==> src/rtl/tdm_rx_pkg.sv <==
package tdm_rx_pkg;
  localparam int unsigned DEF_SLOT_W = 5;
  localparam int unsigned DEF_POS_W  = 3;
endpackage

==> src/rtl/tdm_rx_cnt.sv <==
module tdm_rx_cnt #(
  parameter int unsigned SLOT_W = tdm_rx_pkg::DEF_SLOT_W,
  parameter int unsigned POS_W  = tdm_rx_pkg::DEF_POS_W,
  localparam int unsigned CNT_W = SLOT_W + POS_W
) (
  input  logic              clk_i,
  input  logic              rst_ni,
  input  logic              sync_i,
  output logic [SLOT_W-1:0] slot_o,
  output logic              pos_last_o,
  output logic              aligned_o
);
  logic [CNT_W-1:0] cnt_q;
  logic             aligned_q;

  always_ff @(posedge clk_i or negedge rst_ni) begin
    if (!rst_ni) begin
      cnt_q     <= '0;
      aligned_q <= 1'b0;
    end else if (sync_i) begin
      cnt_q     <= '0;
      aligned_q <= 1'b1;
    end else begin
      cnt_q     <= cnt_q + 1'b1;
    end
  end

  assign slot_o     = cnt_q[CNT_W-1:POS_W];
  assign pos_last_o = &cnt_q[POS_W-1:0];
  assign aligned_o  = aligned_q;

  a_r3_sync_zero: assert property (@(posedge clk_i) disable iff (!rst_ni)
    sync_i |=> (cnt_q == '0) && aligned_q);
  a_r8_wrap: assert property (@(posedge clk_i) disable iff (!rst_ni)
    ((&cnt_q) && !sync_i) |=> (cnt_q == '0));
endmodule

==> src/rtl/tdm_rx_sipo.sv <==
module tdm_rx_sipo #(
  parameter int unsigned BYTE_W = 8
) (
  input  logic              clk_i,
  input  logic              rst_ni,
  input  logic              sdata_i,
  output logic [BYTE_W-1:0] byte_o
);
  logic [BYTE_W-2:0] shreg_q;

  always_ff @(posedge clk_i or negedge rst_ni) begin
    if (!rst_ni) shreg_q <= '0;
    else         shreg_q <= {shreg_q[BYTE_W-3:0], sdata_i};
  end

  // msb-first: the bit arriving now is the lsb of the byte
  assign byte_o = {shreg_q, sdata_i};
endmodule

==> src/rtl/tdm_rx_out.sv <==
module tdm_rx_out #(
  parameter int unsigned BYTE_W = 8,
  parameter int unsigned SLOT_W = 5
) (
  input  logic              clk_i,
  input  logic              rst_ni,
  input  logic              aligned_i,
  input  logic              pos_last_i,
  input  logic              sync_i,
  input  logic [BYTE_W-1:0] byte_i,
  input  logic [SLOT_W-1:0] slot_i,
  output logic [BYTE_W-1:0] data_o,
  output logic [SLOT_W-1:0] slot_o,
  output logic              valid_o
);
  logic              load;
  logic [BYTE_W-1:0] data_q;
  logic [SLOT_W-1:0] slot_q;
  logic              valid_q;

  // sync has priority over completion at position 7
  assign load = aligned_i & pos_last_i & ~sync_i;

  always_ff @(posedge clk_i or negedge rst_ni) begin
    if (!rst_ni) begin
      data_q  <= '0;
      slot_q  <= '0;
      valid_q <= 1'b0;
    end else begin
      valid_q <= load;
      if (load) begin
        data_q <= byte_i;
        slot_q <= slot_i;
      end
    end
  end

  assign data_o  = data_q;
  assign slot_o  = slot_q;
  assign valid_o = valid_q;

  a_r5_single_pulse: assert property (@(posedge clk_i) disable iff (!rst_ni)
    valid_q |=> !valid_q);
  a_r7_hold: assert property (@(posedge clk_i) disable iff (!rst_ni)
    !valid_q |-> ($stable(data_q) && $stable(slot_q)));
  a_r9_sync_no_byte: assert property (@(posedge clk_i) disable iff (!rst_ni)
    sync_i |=> !valid_q);
endmodule

==> src/rtl/tdm_rx.sv <==
module tdm_rx #(
  parameter int unsigned SLOT_W = tdm_rx_pkg::DEF_SLOT_W,
  parameter int unsigned POS_W  = tdm_rx_pkg::DEF_POS_W,
  localparam int unsigned BYTE_W = 1 << POS_W
) (
  input  logic              clk_i,
  input  logic              rst_ni,
  input  logic              sdata_i,
  input  logic              sync_i,
  output logic [BYTE_W-1:0] data_o,
  output logic [SLOT_W-1:0] slot_o,
  output logic              valid_o
);
  logic [SLOT_W-1:0] cur_slot;
  logic              pos_last;
  logic              aligned;
  logic [BYTE_W-1:0] asm_byte;

  tdm_rx_cnt #(.SLOT_W(SLOT_W), .POS_W(POS_W)) u_cnt (
    .clk_i, .rst_ni, .sync_i,
    .slot_o(cur_slot), .pos_last_o(pos_last), .aligned_o(aligned)
  );

  tdm_rx_sipo #(.BYTE_W(BYTE_W)) u_sipo (
    .clk_i, .rst_ni, .sdata_i, .byte_o(asm_byte)
  );

  tdm_rx_out #(.BYTE_W(BYTE_W), .SLOT_W(SLOT_W)) u_out (
    .clk_i, .rst_ni,
    .aligned_i(aligned), .pos_last_i(pos_last), .sync_i,
    .byte_i(asm_byte), .slot_i(cur_slot),
    .data_o, .slot_o, .valid_o
  );

  a_r2_quiet_unaligned: assert property (@(posedge clk_i) disable iff (!rst_ni)
    !aligned |=> !valid_o);
  a_r1_reset_clear: assert property (@(posedge clk_i)
    !rst_ni |-> (!valid_o && data_o == '0 && slot_o == '0));
endmodule

==> config.mk <==
export PLATFORM = sky130hd
export DESIGN_NAME = tdm_rx
export DESIGN_NICKNAME = d
export VERILOG_FILES = /design/src/rtl/tdm_rx_pkg.sv /design/src/rtl/tdm_rx_cnt.sv /design/src/rtl/tdm_rx_sipo.sv /design/src/rtl/tdm_rx_out.sv /design/src/rtl/tdm_rx.sv
export SDC_FILE = /design/constraint.sdc
export NUM_CORES = 1
export LEC_CHECK = 0
export ABC_AREA = 1
export ABC_CLOCK_PERIOD_IN_PS = 1600
export BUFFER_PORTS_ARGS = -buffer_cell sky130_fd_sc_hd__buf_2
export CELL_PAD_IN_SITES_DETAIL_PLACEMENT = 0
export CELL_PAD_IN_SITES_GLOBAL_PLACEMENT = 1
export CORE_ASPECT_RATIO = 1.1
export CORE_MARGIN = 4
export CORE_UTILIZATION = 41
export CTS_CLUSTER_DIAMETER = 120
export DETAILED_ROUTE_END_ITERATION = 12
export PLACE_DENSITY = 0.87
export SYNTH_ARGS = -nofsm -noshare
export SYNTH_HDL_FRONTEND = slang
export SYNTH_SLANG_ARGS = --single-unit
==> constraint.sdc <==
create_clock -name clk_i -period 1.6 [get_ports clk_i]
set_clock_uncertainty 0.15 [all_clocks]
set_input_delay 0.24 -clock clk_i [delete_from_list [all_inputs] [get_ports clk_i]]
set_output_delay 0.24 -clock clk_i [all_outputs]
set_load 0.03 [all_outputs]
[Yosys cells after proc, flatten, opt, wreduce, memory -nomap -nowiden]
Cells that the tools add are included.
Word-level totals
  register bits: 30
  output and inout port bits: 14
  logic and storage cells: 12
Operators by class
  $add $sub $neg: 1
  muxes and demuxes: 1
  bitwise operators: 3
  reduce and logical (&&, ||, !) cells: 1
Operators with widths (count)
  adder 8 x 1 -> 8 bit (second input constant): 1
  2-to-1 mux 8 bit: 1
  AND reduction 3 bit: 1
  bitwise AND 1 bit: 2
  inverter 1 bit: 1

[Longest topological paths before layout]
Gate-level depths: netlist of the first run.
  depth in word-level cells: 3
  gate-level depth with buffers: 7

[By module]
Synthesis of the first run repeated with hierarchy kept, for this count alone.
Second synthesis, totals
  cell total of the unflattened synthesis: 119
  area total of the unflattened synthesis: 1197.4 µm²
By module, submodules not included
  tdm_rx_out: times used 1, cells an instance 60, area each 573.0 µm², seq. area each 350.3 µm²
  tdm_rx_cnt: times used 1, cells an instance 51, area each 441.7 µm², seq. area each 225.2 µm²
  tdm_rx_sipo: times used 1, cells an instance 8, area each 182.7 µm², seq. area each 175.2 µm²

[Least setup slack after synthesis of the first run]
No wires, ideal clock.
  path type: register -> register
  from: reg u_cnt.cnt_q[0]
  to: reg u_out.slot_q[2] (netlist: u_out.slot_o[2])
  setup time: 0.117 ns
  arrival: 1.192 ns
  required time: 1.333 ns
  setup slack: 0.141 ns
  cell stages (with the launch flop): 8
  buffers on the path: 1
  period minus slack after synthesis: 1.459 ns
  path through: dfrtp_1 -> ha_1 -> ha_1 -> nand3_4 -> inv_2 -> buf_6 -> nand2_1 -> nand2_1
Between the ends
  longest elaborated chain between the ends: 3
Ends and longest elaborated chain
  from (decl): line tdm_rx_cnt.sv:13  | logic [CNT_W-1:0] cnt_q;
  from (signal assigned): line tdm_rx_cnt.sv:24  | cnt_q <= cnt_q + 1'b1;
  AND reduction 3 bit: line tdm_rx_cnt.sv:29  | assign pos_last_o = &cnt_q[POS_W-1:0];
  bitwise AND 1 bit (2 in series): line tdm_rx_out.sv:22  | assign load = aligned_i & pos_last_i & ~sync_i;
  via u_out.load: line tdm_rx_out.sv:16  | logic load;
  to (signal assigned): line tdm_rx_out.sv:33  | slot_q <= slot_i;
  to (decl): line tdm_rx_out.sv:18  | logic [SLOT_W-1:0] slot_q;
The timed path passes the listed nets, and every way through them passes these cells.
A chain may end at the register's enable or synchronous reset.

[Final worst setup path of the first run]
  from: reg u_cnt.cnt_q[0]
  to: reg u_out.data_q[1] (netlist: u_out.data_o[1])
Between the ends
  longest elaborated chain between the ends: 3
Ends and longest elaborated chain
  AND reduction 3 bit: line tdm_rx_cnt.sv:29
  bitwise AND 1 bit (2 in series): line tdm_rx_out.sv:22
  to (signal assigned): line tdm_rx_out.sv:32  | data_q <= byte_i;
  to (decl): line tdm_rx_out.sv:17  | logic [BYTE_W-1:0] data_q;
No other way between the ends.

==> results of run 1 <==
state kept, by name (all words and copies together) (netlist names):
name,count
u_cnt.cnt_q,8
u_out.data_o,8
u_sipo.shreg_q,7
u_out.slot_o,5
u_cnt.aligned_o,1
u_out.valid_o,1
routing by layer:
metal  part of all wire  vias to the layer above  global-route usage  routed length, um
met1               0.42                      372               0.139                797
met3              0.058                        5              0.0661                110
met2               0.49                       12               0.208                931
met5                  0                        -                   0                  0
li1                   -                      398                   -                  -
met4              0.028                        0              0.0783                 53
timing repair:
item	4_1_cts	5_1_grt
buffers inserted	0	3
resized for setup	0	3
endpoints found under the setup margin	0	11
hold buffers	3	0
endpoints found under the hold margin	35	0
synthesized netlist by cell type (all sizes together):
cell type	count	area, um^2
dfrtp	30	751
a21oi	4	20.0
nor2	11	41.3
ha	2	25.0
inv	7	26.3
nand3	5	37.5
nand2	44	165
o21ai	4	20.0
buf	2	18.8
or2	1	6.26
cell usage in the layout, fill, tap and decap left out, types with 3 or more instances in the layout:
cell type | netlist | layout
nor2_1 | 11 | 11
nand3_1 | 4 | 4
o21ai_0 | 4 | 4
dfrtp_1 | 30 | 30
nand2_1 | 44 | 44
dlygate4sd3_1 | 0 | 3
clkbuf_4 | 0 | 5
inv_1 | 5 | 5
buf_4 | 1 | 4
a21oi_1 | 4 | 4
buf_2 | 0 | 17
layout make-up:
| class | instances | area (um^2) |
|---|---|---|
| tap | 31 | 38.8 |
| timing repair buffer | 24 | 145 |
| sequential | 30 | 751 |
| fill | 234 | 1200 |
| clock buffer | 6 | 51.3 |
| multi-input combinational | 71 | 320 |
| inverter | 7 | 28.8 |
| clock inverter | 2 | 12.5 |
worst paths after layout:
check                                  start           endpoint  slack (ps)  cells past startpoint
setup / recovery              u_cnt.cnt_q[0]    u_out.data_o[1]          90                      6
min in group asynchronous             rst_ni    u_out.slot_o[3]         310                      2
hold / removal             u_sipo.shreg_q[2]  u_sipo.shreg_q[3]         220                      0
max in group asynchronous             rst_ni     u_cnt.cnt_q[7]         570                      2
hold reg to reg            u_sipo.shreg_q[2]  u_sipo.shreg_q[3]         220                      0
setup reg to reg              u_cnt.cnt_q[0]    u_out.data_o[1]          90                      6
metrics by stage:
| stage | hold WS [ps] | area, um^2 |
|---|---|---|
| 2_1_floorplan | -206 | 1110 |
| 3_3_place_gp | 145 | 1220 |
| 3_5_place_dp | 148 | 1220 |
| 4_1_cts | 236 | 1320 |
| 5_1_grt | 245 | 1350 |
| 6_report | 224 | 1350 |
power by group:
group / leakage [nW] / total [mW] / internal (mW) / switching [mW]
Clock: 0.0343 / 0.468 / 0.211 / 0.257
Combinational: 0.286 / 0.123 / 0.0402 / 0.0833
Sequential: 0.394 / 0.810 / 0.791 / 0.0189
critical path, delay by kind of cell, from the launching register on:
family	cells	cell delay, ps
flops	1	400
fa+ha+maj	2	430
simple gates	3	240
buf+inv	1	200
cell families after synthesis:
family                     synth area share
adders and majority gates            0.0225
DFF                                   0.676
and+or+nand+nor                       0.225
AOI/OAI and AO/OA                    0.0360
buffers and inverters                0.0405
==> results.ini, run 1 <==
[floorplan]
rows=19
fp.coreArea_um2=2540
floorplan.io_pins=18
die_area_um2=3610
die_height_um=62.6
start_util=0.437
dieWidth_um=57.6

[yosys]
synth.distinct_cells=13
avgSynthCellArea_um2=10.1
syn_area_um2=1110
syn-num-nets=116
syn_inst=110
yosys_warnings=0
ys_seq_area_frac=0.676
ys_seq_elements=30

[sta]
slew_viol_final=0
worst_slew_pin_slew_ps=617
fin_crit_ps=1510
slew_headroom=0.588
setup-tns-final_ps=0
hold_violations=0
max_freq_mhz=660
postLayoutSetupSlackWorst_ps=85.3
setup_viol=0
fin_crit_sh=0.947

[placement]
post-place-ws_ps=33.1
hpwl_um=1330
placed_cells=157
globalplace.congestion=0.778
numPortBuffers=17

[power_and_ir_drop]
powerDensity_nw_per_um2=1040
max-vdd-ir-drop_mv=0.726
leakage_nw=0.713
power_mw=1.40

[drt]
dr.pass1.iters=2
wl_per_cell_um=11.1
via_count=787
wirelength_um=1890
route.detailed.drc=0
drt_iter0_drc=12
avgViaCountPerCell=4.60
ant_nets=0

[final_layout]
syn_to_final_growth_pct=21.3
nNetsFinal=145
num_antenna_cells=0
post-route-util=0.530
layout-drive-gt1-share=0.250
layout.cells.non_filler=171

[critical_path]
slowest_delay_ps=400
crit_type=flop to flop
cp.arrival_ps=1590
cp-start-kind=flop
worstPathCellList=ha_2, ha_2, nand3_4, buf_4, nand2_1, nand2_1
cp_data_required_time_ps=1670
cp-end-kind=flop
crit_fanout=9
cpMaxStageDelayCell=dfrtp_1

[grt]
grt_usage=0.132
antenna_found_initial=0
grt_pass1_wl_um=3530
grt-ovfl-total=0
grt_max_degree=31
grt_pass1_vias=825

[flow_run]
drv_cap=0

[worst_hold_path]
hold_path.class=flop to flop

[cts]
cts_sinks=30
cts_tree=built
cts_buffer_depth=2
numCtsBuffers=5
worstSkewPairLatency_ps=330
htree_num_levels=2
cts-root-buf=clkbuf_4
path_clk_slew_ps=100

[status]
outcome=finished, final reports clean

Note: power is estimated with default switching activity, not from simulation.
==> run 2: changes to the inputs <==
ABC_AREA = unset   (was 1)
CORE_UTILIZATION = 30   (was 41)
PLACE_DENSITY = 0.67   (was 0.87)
==> results.ini, run 2 <==
[drt]
ant_nets=0  ; unchanged
drt_iter0_drc=34  ; was 12
dr.pass1.iters=3  ; was 2
via_count=650  ; was 787
wirelength_um=1790  ; was 1890 um
route.detailed.drc=0  ; unchanged
avgViaCountPerCell=4.30  ; was 4.60
wl_per_cell_um=11.9  ; was 11.1 um

[yosys]
syn_inst=73  ; was 110
synth_edf_count=0  ; unchanged
async_flop_share=1.00  ; unchanged
yosysTopAreaCell=dfrtp_1  ; unchanged
synth_top_area_share=0.672  ; was 0.676
yosys_warnings=0  ; unchanged
synthTopCellsByCount=30 x dfrtp_1, 7 x mux2_4, 5 x mux2_2, 4 x o21ai_0  ; was 44 x nand2_1, 30 x dfrtp_1, 11 x nor2_1, 5 x inv_1
ys_seq_area_frac=0.672  ; was 0.676
synth.most_common_cell=dfrtp_1  ; was nand2_1
avgSynthCellArea_um2=15.3  ; was 10.1 um^2
ys_top_cells_by_area=dfrtp_1 67%, mux2_4 9.4%, mux2_2 5.0%  ; was dfrtp_1 68%, nand2_1 15%, nor2_1 3.7%
synth_flop_cell=dfrtp_1  ; unchanged
syn_area_um2=1120  ; was 1110 um^2
syn-num-nets=79  ; was 116
ys_seq_elements=30  ; unchanged
synth.distinct_cells=18  ; was 13

[sta]
fin_crit_sh=0.977  ; was 0.947
fin_crit_ps=1560  ; was 1510 ps
slew_viol_final=0  ; unchanged
max_freq_mhz=640  ; was 660 MHz
whs_ps=122  ; was 224 ps
hold_violations=0  ; unchanged
rsz0062_at_grt=true
postLayoutSetupSlackWorst_ps=36.6  ; was 85.3 ps
setup-tns-final_ps=0  ; unchanged
slew_headroom=0.569  ; was 0.588
worst_slew_pin_slew_ps=647  ; was 617 ps
setup_viol=0  ; unchanged

[grt]
antenna_found_initial=0  ; unchanged
grt_pass1_vias=677  ; was 825
grt-ovfl-total=0  ; unchanged
grt_pass1_wl_um=3080  ; was 3530 um
grt_usage=0.0875  ; was 0.132
grt_max_degree=31  ; unchanged

[critical_path]
cp-end-kind=flop  ; unchanged
crit_fanout=8  ; was 9
regToRegStartpoint=u_cnt.cnt_q[0]  ; unchanged
cp.arrival_ps=1570  ; was 1590 ps
startpoint=u_cnt.cnt_q[0]  ; unchanged
crit_type=flop to flop  ; unchanged
cp_data_required_time_ps=1610  ; was 1670 ps
cp-start-kind=flop  ; unchanged

[floorplan]
die_height_um=72.0  ; was 62.6 um
floorplan.io_pins=18  ; unchanged
start_util=0.308  ; was 0.437
rows=23  ; was 19
fp.coreArea_um2=3630  ; was 2540 um^2
die_area_um2=4770  ; was 3610 um^2
dieWidth_um=66.2  ; was 57.6 um

[worst_hold_path]
hold_start=sync_i  ; was u_sipo.shreg_q[2]
hold_path.class=primary input to flop  ; was flop to flop

[final_layout]
final_cell_mix=30 x dfrtp_1, 17 x buf_2, 7 x mux2_4  ; was 44 x nand2_1, 30 x dfrtp_1, 17 x buf_2
regArea_um2=751  ; unchanged
nNetsFinal=106  ; was 145
multi_input_area_um2=372  ; was 320 um^2
layout-drive-gt1-share=0.426  ; was 0.250
num_antenna_cells=0  ; unchanged
fillCellCount=364  ; was 234
layout_commonest_cell=dfrtp_1  ; was nand2_1
syn_to_final_growth_pct=25.6  ; was 21.3%

[placement]
post-place-ws_ps=-73.7  ; was 33.1 ps
globalplace.congestion=0.638  ; was 0.778
hpwl_um=1130  ; was 1330 um
numPortBuffers=17  ; unchanged

[cts]
cts_sinks=30  ; unchanged
htree_num_levels=2  ; unchanged
cts_buffer_depth=2  ; unchanged
numCtsBuffers=5  ; unchanged
worstSkewPairLatency_ps=270  ; was 330 ps
cts-root-buf=clkbuf_8  ; was clkbuf_4
path_clk_slew_ps=60  ; was 100 ps
cts_tree=built  ; unchanged

[status]
outcome=finished, final reports clean  ; unchanged

[power_and_ir_drop]
powerDensity_nw_per_um2=1090  ; was 1040 nW/um^2
leakage_nw=0.712  ; was 0.713 nW
max-vdd-ir-drop_mv=0.360  ; was 0.726 mV

[flow_run]
drv_cap=0  ; unchanged

run 2: cell count changes in the layout (fill, tap and decap cells not counted), sizes merged, moves of 3 or more:
cell and change:
nand2 -42, mux2 +12, nor2 -8, inv -5
or3 +3
run 2: area by class of cell:
class / count / area share
sequential: 30 / 0.535
multi-input combinational: 40 / 0.265
timing repair buffer: 21 / 0.0856
clock buffer: 7 / 0.0615
tap: 50 / 0.0446
inverter: 2 / 0.00535
clock inverter: 1 / 0.00357
run 2: per-layer routing:
layer,wire [um],global-route usage
met5,0,0
met1,788,0.106
met2,846,0.128
met4,42,0.0406
met3,115,0.0464
run 2: final timing paths:
| path | slack (ps) | cells past startpoint | end |
|---|---|---|---|
| worst max-delay path | 40 | 4 | u_out.data_o[0] |
| worst min-delay path | 120 | 2 | u_cnt.cnt_q[0] |
| worst max register to register | 40 | 4 | u_out.data_o[0] |
| worst min register to register | 220 | 0 | u_sipo.shreg_q[3] |
| max in group asynchronous | 490 | 2 | u_cnt.aligned_o |
| min in group asynchronous | 380 | 2 | u_out.slot_o[3] |
run 2: where the power goes:
group          internal [mW]  switching (mW)
registers              0.791          0.0172
logic                 0.0489          0.0713
clock network          0.346           0.259
run 2: logic make-up (layout without fill, tap and decap cells):
family          after synthesis  count (layout)  share of synthesized area
buf+inv                       4              31                     0.0269
compound gates                7               7                     0.0314
mux                          12              12                      0.144
fa+ha+maj                     2               2                     0.0224
flops                        30              30                      0.672
xor+xnor                      2               2                     0.0157
simple gates                 16              17                     0.0874
run 2: stage by stage:
stage | cell area, um^2 | utilization | std cells | total power [mW]
6_report | 1400 | 0.387 | 151 | 1.53
5_1_grt | 1400 | 0.387 | 151 | 1.62
4_1_cts | 1400 | 0.385 | 151 | 1.56
3_5_place_dp | 1260 | 0.347 | 140 | 0.936
3_3_place_gp | 1260 | 0.347 | 140 | 0.933
2_1_floorplan | 1120 | - | 73 | 0.888
run 2: critical path, stage by stage (launching register included):
cell	delay [ps]
dfrtp_1	390
ha_2	220
ha_4	180
nand3b_4	160
mux2_2	350
run 2: timing repair:
item                                   4_1_cts  5_1_grt
hold buffers                                 2        0
endpoints found under the hold margin       31        0
setup endpoints to repair                   12        7
setup buffers                                0        0
gates resized for setup                      2        1
gates cloned                                 1        0
==> run 3: changes to the inputs <==
--- a/config.mk
+++ b/config.mk
@@ -6,5 +6,5 @@
 export NUM_CORES = 1
 export LEC_CHECK = 0
-export ABC_CLOCK_PERIOD_IN_PS = 1600
+export ABC_CLOCK_PERIOD_IN_PS = 1960
 export BUFFER_PORTS_ARGS = -buffer_cell sky130_fd_sc_hd__buf_2
 export CELL_PAD_IN_SITES_DETAIL_PLACEMENT = 0
@@ -15,5 +15,5 @@
 export CTS_CLUSTER_DIAMETER = 120
 export DETAILED_ROUTE_END_ITERATION = 12
-export PLACE_DENSITY = 0.67
+export PLACE_DENSITY_LB_ADDON = 0.1
 export SYNTH_ARGS = -nofsm -noshare
 export SYNTH_HDL_FRONTEND = slang
==> constraint.sdc (replaced) <==
create_clock -name clk_i -period 1.96 [get_ports clk_i]
set_clock_uncertainty 0.15 [all_clocks]
set_input_delay 0.392 -clock clk_i [delete_from_list [all_inputs] [get_ports clk_i]]
set_output_delay 0.392 -clock clk_i [all_outputs]
set_load 0.03 [all_outputs]
==> results.ini, run 3 (same netlist as run 2, synthesis figures left out) <==
[cts]
cts_buffer_depth=2  ; unchanged
path_clk_slew_ps=70  ; was 60 ps
cts_sinks=30  ; unchanged
cts-hold-fix-buffers=0  ; was 2
htree_num_levels=2  ; unchanged
cts-resized-gates=0  ; was 2
cts-root-buf=clkbuf_8  ; unchanged
postCtsSetupBuffers=0  ; unchanged
numCtsBuffers=5  ; unchanged
cts_tree=built  ; unchanged
worstSkewPairLatency_ps=280  ; was 270 ps

[grt]
grt-ovfl-total=0  ; unchanged
antenna_found_initial=0  ; unchanged
busiest_layer=met2  ; unchanged
grt_max_degree=31  ; unchanged
grt_pass1_wl_um=2910  ; was 3080 um
met3_usage=0.0480  ; was 0.0464
grt_pass1_vias=617  ; was 677
grt_use_met1=0.0936  ; was 0.106
met2_usage=0.132  ; was 0.128
grt_usage=0.0852  ; was 0.0875

[drt]
wirelength_um=1780  ; was 1790 um
route.detailed.drc=0  ; unchanged
via_count=612  ; was 650
wl_per_cell_um=12.2  ; was 11.9 um
ant_nets=0  ; unchanged
dr.pass1.iters=2  ; was 3
avgViaCountPerCell=4.19  ; was 4.30
drt_iter0_drc=19  ; was 34

[power_and_ir_drop]
power_mw=1.51  ; was 1.53 mW
leakage_nw=0.716  ; was 0.712 nW
powerDensity_nw_per_um2=1090  ; about the same
max-vdd-ir-drop_mv=0.629  ; was 0.360 mV

[sta]
fin_crit_ps=1700  ; was 1560 ps
slew_viol_final=0  ; unchanged
worst_slew_pin_slew_ps=648  ; was 647 ps
setup-tns-final_ps=0  ; unchanged
max_freq_mhz=589  ; was 640 MHz
setup_viol=0  ; unchanged
hold_violations=25  ; was 0
fin_crit_sh=0.867  ; was 0.977
whs_ps=-11.4  ; was 122 ps
postLayoutSetupSlackWorst_ps=261  ; was 36.6 ps
rsz0062_at_grt=false  ; was true
slew_headroom=0.568  ; was 0.569

[critical_path]
path_buf_inv=0  ; unchanged
cpMaxStageDelayCell=dfrtp_1  ; unchanged
cp-end-kind=flop  ; unchanged
worstPathCellList=ha_1, ha_1, nand3b_4, mux2_2  ; was ha_2, ha_4, nand3b_4, mux2_2
startpoint=u_cnt.cnt_q[0]  ; unchanged
crit_fanout=15  ; was 8
slowest_delay_ps=400  ; was 390 ps
regToRegStartpoint=u_cnt.cnt_q[0]  ; unchanged
worstRegToRegCells=4  ; unchanged
crit_type=flop to flop  ; unchanged
cp_common_cell=ha_1
regToRegEndpoint=u_out.data_o[1]  ; was u_out.data_o[0]
cp.arrival_ps=1710  ; was 1570 ps
cp-start-kind=flop  ; unchanged
r2r_slack_ps=260  ; was 40 ps
cp_data_required_time_ps=1970  ; was 1610 ps
critPathTopFamily=adder cells  ; unchanged

[placement]
numPortBuffers=17  ; unchanged
globalplace.congestion=0.664  ; was 0.638
hpwl_um=1220  ; was 1130 um
post-place-ws_ps=248  ; was -73.7 ps
placed_cell_area_um2=1240  ; was 1260 um^2
placed_cells=138  ; was 140

[floorplan]
die_height_um=72.0  ; unchanged
die_area_um2=4770  ; unchanged
floorplan.io_pins=18  ; unchanged
start_util=0.308  ; unchanged
dieWidth_um=66.2  ; unchanged
rows=23  ; unchanged
fp.coreArea_um2=3630  ; unchanged

[final_layout]
final_cell_mix=30 x dfrtp_1, 17 x buf_2, 7 x mux2_4  ; unchanged
fillCellCount=373  ; was 364
post-route-util=0.382  ; was 0.387
layout-drive-gt1-share=0.406  ; was 0.426
layout_commonest_cell=dfrtp_1  ; unchanged
nNetsFinal=101  ; was 106
final_area_um2=1390  ; was 1400 um^2
syn_to_final_growth_pct=24.0  ; was 25.6%
num_antenna_cells=0  ; unchanged
layout.cells.non_filler=146  ; was 151

[flow_run]
drv_cap=0  ; unchanged

[status]
outcome=finished, violations left  ; was finished, final reports clean
failed_checks=negative hold slack

[worst_hold_path]
hold_path.class=primary input to asynchronous set/reset pin  ; was primary input to flop

[run 3: final cells by class]
cell class	count	area (um^2)	area share
clock buffer	6	82.6	0.0596
clock inverter	2	60.1	0.0434
inverter	2	7.51	0.00542
multi-input combinational	39	337	0.243
sequential	30	751	0.542
tap	50	62.6	0.0452
timing repair buffer	17	85.1	0.0614
[run 3: worst max path at each step]
stage | slack (ps) | depth (start not counted) | endpoint
after detailed placement | 250 | 4 | u_out.data_o[1]
after floorplan | 320 | 5 | u_out.data_o[3]
final | 260 | 4 | u_out.data_o[1]
after CTS | 240 | 4 | u_out.data_o[1]
after global routing | 190 | 4 | u_out.data_o[0]
after global placement | 270 | 4 | u_out.data_o[0]
[run 3: worst register-to-register path, delay by kind of cell (launching register included)]
| kind | cells | cell delay (ps) |
|---|---|---|
| fa+ha+maj | 2 | 430 |
| flops | 1 | 400 |
| mux | 1 | 370 |
| simple gates | 1 | 230 |
[run 3: layer usage]
layer / up-vias / wire, um
met5: - / 0
met4: 0 / 36
met3: 5 / 114
met2: 14 / 868
met1: 301 / 761
li1: 292 / -
[run 3: power breakdown]
group,switching [mW],internal [mW],leakage (nW)
clock network,0.225,0.542,0.0714
logic,0.0542,0.0308,0.250
registers,0.0141,0.645,0.394
